## src/rtl/psg_bus_pkg.sv

```systemverilog
// Shared types for the sound generator host bus interface.
// Assumes the bus mode is formed as {select, direction}.
package psg_bus_pkg;
    typedef enum logic [1:0] {
        MODE_IDLE  = 2'b00,
        MODE_WRITE = 2'b01,
        MODE_READ  = 2'b10,
        MODE_LATCH = 2'b11
    } bus_mode_e;
endpackage

```

## src/rtl/psg_strobe_sync.sv

```systemverilog
// Multi-stage synchronizer for asynchronous host strobes.
// Assumes each strobe is a level that is held for several clock cycles.
module psg_strobe_sync #(
    parameter int WIDTH  = 2,
    parameter int STAGES = 2
) (
    input  logic             clk,
    input  logic             rst_n,
    input  logic [WIDTH-1:0] async_i,
    output logic [WIDTH-1:0] sync_o
);
    logic [WIDTH-1:0] stage_q [STAGES];

    // shift the raw strobes through the flop chain
    always_ff @(posedge clk) begin
        if (!rst_n) begin
            for (int i = 0; i < STAGES; i++) stage_q[i] <= '0;
        end else begin
            stage_q[0] <= async_i;
            for (int i = 1; i < STAGES; i++) stage_q[i] <= stage_q[i-1];
        end
    end

    assign sync_o = stage_q[STAGES-1];
endmodule

```

## src/rtl/psg_mode_decode.sv

```systemverilog
// Turns synchronized strobes into bus events.
// A mode is committed only after two equal consecutive samples, which filters
// single-cycle combinations seen while the strobes are in transit.
module psg_mode_decode
    import psg_bus_pkg::*;
(
    input  logic clk,
    input  logic rst_n,
    input  logic sel_s,
    input  logic dir_s,
    output logic lat_ev,
    output logic wr_ev,
    output logic rd_active
);
    bus_mode_e samp, prev_q, cur_q;
    logic      settle, change;

    assign samp   = bus_mode_e'({sel_s, dir_s});
    assign settle = (samp == prev_q);
    assign change = settle && (samp != cur_q);

    // remember the previous sample and the committed mode
    always_ff @(posedge clk) begin
        if (!rst_n) begin
            prev_q <= MODE_IDLE;
            cur_q  <= MODE_IDLE;
        end else begin
            prev_q <= samp;
            if (change) cur_q <= samp;
        end
    end

    assign lat_ev    = change && (samp == MODE_LATCH);
    assign wr_ev     = change && (samp == MODE_WRITE);
    assign rd_active = (cur_q == MODE_READ);


    stable_event_chk: assert property (@(posedge clk) disable iff (!rst_n)
        (lat_ev || wr_ev) |-> ($past(sel_s) == sel_s && $past(dir_s) == dir_s));
endmodule

```

## src/rtl/psg_reg_image.sv

```systemverilog
// Sixteen-entry register image, captured address and read holding register.
// Assumes bus_in is stable at the cycle an event fires (host holds data
// for the whole strobe).
module psg_reg_image #(
    parameter int NREG    = 16,
    parameter int DW      = 8,
    parameter int ENV_REG = 13,
    localparam int AW     = $clog2(NREG)
) (
    input  logic              clk,
    input  logic              rst_n,
    input  logic              lat_ev,
    input  logic              wr_ev,
    input  logic [DW-1:0]     bus_in,
    output logic [NREG*DW-1:0] image,
    output logic [DW-1:0]     hold,
    output logic              env_pulse
);
    localparam logic [AW-1:0] ENV_IDX = AW'(ENV_REG);

    logic [DW-1:0] regs_q [NREG];
    logic [AW-1:0] addr_q;
    logic [AW-1:0] new_addr;

    assign new_addr = bus_in[AW-1:0];

    // capture the register number on a latch event
    always_ff @(posedge clk) begin
        if (!rst_n)      addr_q <= '0;
        else if (lat_ev) addr_q <= new_addr;
    end

    // store write data into the addressed entry
    always_ff @(posedge clk) begin
        if (!rst_n) begin
            for (int i = 0; i < NREG; i++) regs_q[i] <= '0;
        end else if (wr_ev) begin
            regs_q[addr_q] <= bus_in;
        end
    end

    // prefetch on capture, refresh when the captured entry is written
    always_ff @(posedge clk) begin
        if (!rst_n)      hold <= '0;
        else if (lat_ev) hold <= regs_q[new_addr];
        else if (wr_ev)  hold <= bus_in;
    end

    // one-cycle envelope restart after a shape register write
    always_ff @(posedge clk) begin
        if (!rst_n) env_pulse <= 1'b0;
        else        env_pulse <= wr_ev && (addr_q == ENV_IDX);
    end

    generate
        for (genvar g = 0; g < NREG; g++) begin : g_flat
            assign image[g*DW +: DW] = regs_q[g];
        end
    endgenerate


    addr_only_on_latch_chk: assert property (@(posedge clk) disable iff (!rst_n)
        (addr_q != $past(addr_q)) |-> $past(lat_ev));

    env_single_cycle_chk: assert property (@(posedge clk) disable iff (!rst_n)
        env_pulse |=> !env_pulse);
endmodule

```

## src/rtl/psg_bus_regfile.sv

```systemverilog
// Top of the host bus register interface: synchronizer, mode decode and
// register image. Assumes an external pad drives bus_out when bus_oe is high.
module psg_bus_regfile #(
    parameter int NREG    = 16,
    parameter int DW      = 8,
    parameter int SYNC    = 2,
    parameter int ENV_REG = 13
) (
    input  logic               clk,
    input  logic               rst_n,
    input  logic               ctl_sel,
    input  logic               ctl_dir,
    input  logic [DW-1:0]      bus_in,
    output logic [DW-1:0]      bus_out,
    output logic               bus_oe,
    output logic [NREG*DW-1:0] reg_image,
    output logic               env_restart
);
    logic [1:0]    strobe_s;
    logic          lat_ev, wr_ev, rd_active;
    logic [DW-1:0] hold;

    psg_strobe_sync #(.WIDTH(2), .STAGES(SYNC)) u_sync (
        .clk     (clk),
        .rst_n   (rst_n),
        .async_i ({ctl_sel, ctl_dir}),
        .sync_o  (strobe_s)
    );

    psg_mode_decode u_dec (
        .clk       (clk),
        .rst_n     (rst_n),
        .sel_s     (strobe_s[1]),
        .dir_s     (strobe_s[0]),
        .lat_ev    (lat_ev),
        .wr_ev     (wr_ev),
        .rd_active (rd_active)
    );

    psg_reg_image #(.NREG(NREG), .DW(DW), .ENV_REG(ENV_REG)) u_img (
        .clk       (clk),
        .rst_n     (rst_n),
        .lat_ev    (lat_ev),
        .wr_ev     (wr_ev),
        .bus_in    (bus_in),
        .image     (reg_image),
        .hold      (hold),
        .env_pulse (env_restart)
    );

    assign bus_oe  = rd_active;
    assign bus_out = rd_active ? hold : '0;


    read_data_steady_chk: assert property (@(posedge clk) disable iff (!rst_n)
        (bus_oe && $past(bus_oe)) |-> $stable(bus_out));

    idle_data_zero_chk: assert property (@(posedge clk) disable iff (!rst_n)
        !bus_oe |-> (bus_out == '0));
endmodule

```

## config.mk

```make
export PLATFORM = sky130hd
export DESIGN_NAME = psg_bus_regfile
export DESIGN_NICKNAME = d
export VERILOG_FILES = /design/src/rtl/psg_bus_pkg.sv /design/src/rtl/psg_strobe_sync.sv /design/src/rtl/psg_mode_decode.sv /design/src/rtl/psg_reg_image.sv /design/src/rtl/psg_bus_regfile.sv
export SDC_FILE = /design/constraint.sdc
export NUM_CORES = 1
export LEC_CHECK = 0
export ABC_AREA = 1
export BUFFER_PORTS_ARGS = -buffer_cell sky130_fd_sc_hd__buf_2
export CORE_MARGIN = 3
export CORE_UTILIZATION = 50
export DETAILED_ROUTE_END_ITERATION = 8
export MAX_ROUTING_LAYER = met4
export PLACE_DENSITY = 0.74
export SYNTH_ARGS = -nofsm -noshare
export SYNTH_HDL_FRONTEND = slang
export SYNTH_SLANG_ARGS = --single-unit
```

## constraint.sdc

```tcl
create_clock -name clk -period 2.4 [get_ports clk]
set_clock_uncertainty 0.15 [all_clocks]
set_input_delay 0.36 -clock clk [delete_from_list [all_inputs] [get_ports clk]]
set_output_delay 0.36 -clock clk [all_outputs]
set_load 0.02 [all_outputs]
```

==> results.tsv <==
stage	metric	value	unit
status	status	completed	
yosys	most frequent cells after synthesis	nand2_1 (219), nor2_1 (156), edfxtp_1 (128), inv_1 (97), nand3_1 (81)	
die	Initial Util	51.4	%
cells_and_area	area delta synth->final	25.3	%
cells_and_area	area of the multi-input gates	0.00235	mm²
clock_network	Root Buffer	clkbuf_16	
cells_and_area	Core Util, Final	64.4	%
grt	global-route wire length before repair	31600	µm
clock_network	clk sinks	149	
min_path	hold depth	3	
die	full die area	0.0158	mm²
worst_setup_path	Worst Path Max Fanout	9	
clock_network	clock-pin slew on the worst setup and hold paths	60	ps
pwr	PD cells	715	mW/mm²
pwr	Net Switching	1470	µW
yosys	EDFF count, synth	128	
route	drt wl/cell	17.4	µm
pwr	Combinational Power Share	9.4	%
pwr	Peak VDD IR	0.440	mV
die	# IOs	150	
timing	fin. max-slew vios	0	
clock_network	Bufs on Longest Clock Path	2	
yosys	dominant cells by area after synthesis	edfxtp_1 (54%), nand2_1 (11%), nor2_1 (8.2%)	
yosys	Synthesis Warnings	0	
timing	Hold WS	106	ps
worst_setup_path	R2R Path Start	u_sync.stage_q[0][2]	
grt	total gr overflow	0	
yosys	predominant post-synthesis flop cell	edfxtp_1	
cells_and_area	final cell count without fillers	1180	
route	Routed Antenna Nets	0	
min_path	hold endpoint	u_dec.prev_q[0]	
grt	initial antenna violation count	0	
route	vias per cell	5.25	
die	Rows	43	
worst_setup_path	cell mode on critical path	nand2_1	
route	# DRC	0	
cells_and_area	layout cells sized above 1	25.9	%
clock_network	TritonCTS buffer count	17	
pwr	internal power	4950	µW
route	length of the first detailed-routing pass in iterations	5	
timing	Tmin final	2220	ps
route	DRT iter0 DRCs	689	
min_path	worst min path class	in -> reg	
yosys	sequential-to-total area share from yosys stat	59.6	%
timing	Finish-stage setup viols	0	
pwr	Sw Ratio	22.9	%
timing	setup TNS	0	ps
cells_and_area	Final Cell Area	0.00897	mm²
placed_design	placed cell count	1145	
worst_setup_path	Reg2Reg Depth	11	
grt	vias in the first global route	5866	
cells_and_area	# diodes	0	
worst_setup_path	CP Class	reg -> reg	
job	total of max-cap violations	0	
yosys	Netlist Area Pre-Place	0.00716	mm²
worst_setup_path	R2R Path End	u_img.regs_q[5][0]	
die	Die Y	126	µm
die	Die X-Extent	126	µm
cells_and_area	# fillers	1155	
yosys	Yosys reg bits	149	
yosys	most common cell in the synthesized netlist	nand2_1	
worst_setup_path	CP Capture Type	flip-flop	
route	routed via count	6195	
route	Routed WL	20500	µm
die	core area	0.0139	mm²
placed_design	Port Buffers	149	
timing	RSZ-0062 raised after global routing	no	
clock_network	worst-skew pair later-pin latency	420	ps
clock_network	H-tree Lvls	4	
grt	GRT Total Usage	27.0	%
worst_setup_path	crit-path cells	inv_2 -> nand2_1 -> nand2_1 -> nor2_4 -> nand2_2 -> inv_2 -> nand3_4 -> nor3_4 -> buf_4 -> nand2_4 -> nand2_1	
placed_design	DP Area	0.00828	mm²
worst_setup_path	Crit path arrival time	2160	ps
yosys	Cell variety after synth	23	
cells_and_area	Reg area	0.00426	mm²
timing	Rel. slew slack	40.9	%
placed_design	Detailed Place HPWL	14600	µm
worst_setup_path	crit start category	flip-flop	
clock_network	CTS tree	built	
yosys	Yosys top cell area share	53.7	%
cells_and_area	fin nets	999	
yosys	syn_nets	832	
worst_setup_path	required time worst endpoint	2340	ps
yosys	Mean Syn Cell Area	8.73	µm²
pwr	Clock Power Share	44.8	%
worst_setup_path	Crit path largest cell delay	410	ps
yosys	Post-synth ARST share	0	%
grt	largest net degree at the start of global routing	36	
pwr	share of power burned in registers	45.9	%
timing	Final Cycle Share	92.5	%
worst_setup_path	Crit-path slowest cell	dfxtp_1	
pwr	Leak	0.00439	µW
yosys	synthesized netlist cell count	820	
timing	slew at the pin closest to its max-slew limit	882	ps
worst_setup_path	Worst R2R Setup Slack	180	ps
placed_design	routability cong.	0.931	
timing	max frequency	450	MHz
timing	final hold vios	0	
yosys	Synth area leader	edfxtp_1	
min_path	worst hold start	rst_n	
cell families after synthesis:
| group | after synthesis | share of synthesized area [%] |
|---|---|---|
| AND/OR/NAND/NOR | 488 | 30.0 |
| flip-flops | 149 | 59.6 |
| buffers and inverters | 149 | 7.99 |
| AO/OA/AOI/OAI | 34 | 2.41 |
flip-flops by register name (all words and copies together) (netlist names):
register,cells
u_img.regs_q,128
u_img.hold,8
u_img.env_pulse,1
u_dec.cur_q,2
u_dec.prev_q,2
u_sync.stage_q,4
u_img.addr_q,4
metal layers:
metal  GRT usage [%]  part of all wire [%]  vias to the layer above
li1                -                     -                     2922
met1            35.0                    40                     2873
met2            42.1                    48                      353
met3            6.49                    10                       47
met4            9.12                   2.5                        0
met5               -                     0                        -
through the flow:
stage / setup WS (ps) / total power, µW
floorplan: 209 / 3350
global placement: 88.9 / 3580
detailed placement: 21.6 / 3580
CTS: 9.46 / 6410
global route: 32.8 / 6590
finish: 180 / 6420
worst max path at each step:
| stage | to | cells past startpoint | from |
|---|---|---|---|
| 6_report | u_img.regs_q[5][0] | 11 | u_sync.stage_q[0][2] |
| 5_1_grt | u_img.regs_q[14][3] | 12 | u_sync.stage_q[0][2] |
| 4_1_cts | u_img.regs_q[14][0] | 11 | u_sync.stage_q[0][2] |
| 3_5_place_dp | u_img.regs_q[14][0] | 11 | u_sync.stage_q[0][2] |
| 3_3_place_gp | u_img.regs_q[6][0] | 11 | u_sync.stage_q[0][2] |
| 2_1_floorplan | u_img.regs_q[13][0] | 11 | u_sync.stage_q[0][3] |
power groups by stage:
stage	sequential (µW)	clock, µW	combinational [µW]
6_report	2940	2870	601
5_1_grt	2950	2990	651
4_1_cts	2940	2880	595
3_5_place_dp	2990	0	590
3_3_place_gp	3000	0	584
2_1_floorplan	3080	0	272
cell type report:
class / instances / share of cell area, %
Inverter: 108 / 4.55
Tap cell: 180 / 2.51
Clock buffer: 23 / 5.21
Sequential cell: 149 / 47.5
Timing Repair Buffer: 189 / 12.1
Multi-Input combinational cell: 522 / 26.1
Clock inverter: 9 / 1.94
placed cells by master (no fill, tap or decap):
| master | count |
|---|---|
| nand2_1 | 210 |
| nor2_1 | 156 |
| buf_2 | 149 |
| edfxtp_1 | 128 |
| inv_1 | 97 |
| nand3_1 | 81 |
| buf_4 | 35 |
| dfxtp_1 | 21 |
| a21oi_1 | 19 |
| clkbuf_16 | 17 |
| nand2_4 | 16 |
| o21ai_0 | 14 |
| nand2_2 | 10 |
| nor2_2 | 8 |
| clkinv_1 | 7 |
| bufinv_16 | 5 |
| inv_2 | 4 |
| nor3_4 | 4 |
| clkbuf_1 | 4 |
| buf_12 | 3 |
| clkbuf_8 | 2 |
| clkinvlp_4 | 2 |
| dlygate4sd3_1 | 2 |
| inv_4 | 1 |
| nor2_4 | 1 |
| nand3_4 | 1 |
| nand3b_1 | 1 |
| o31ai_1 | 1 |
| clkinv_2 | 1 |
timing repair:
item                                    CTS  global route
endpoints found under the hold margin     2             0
resized for setup                         0             9
hold buffers                              2             0
endpoints found under the setup margin    0            88
buffers inserted                          0             1
critical path, delay by kind of cell (launching register included):
kind	cells	cell delay (ps)
AND/OR/NAND/NOR	8	1000
flip-flops	1	410
buffers and inverters	3	320
(Power assumes the default switching activity.)
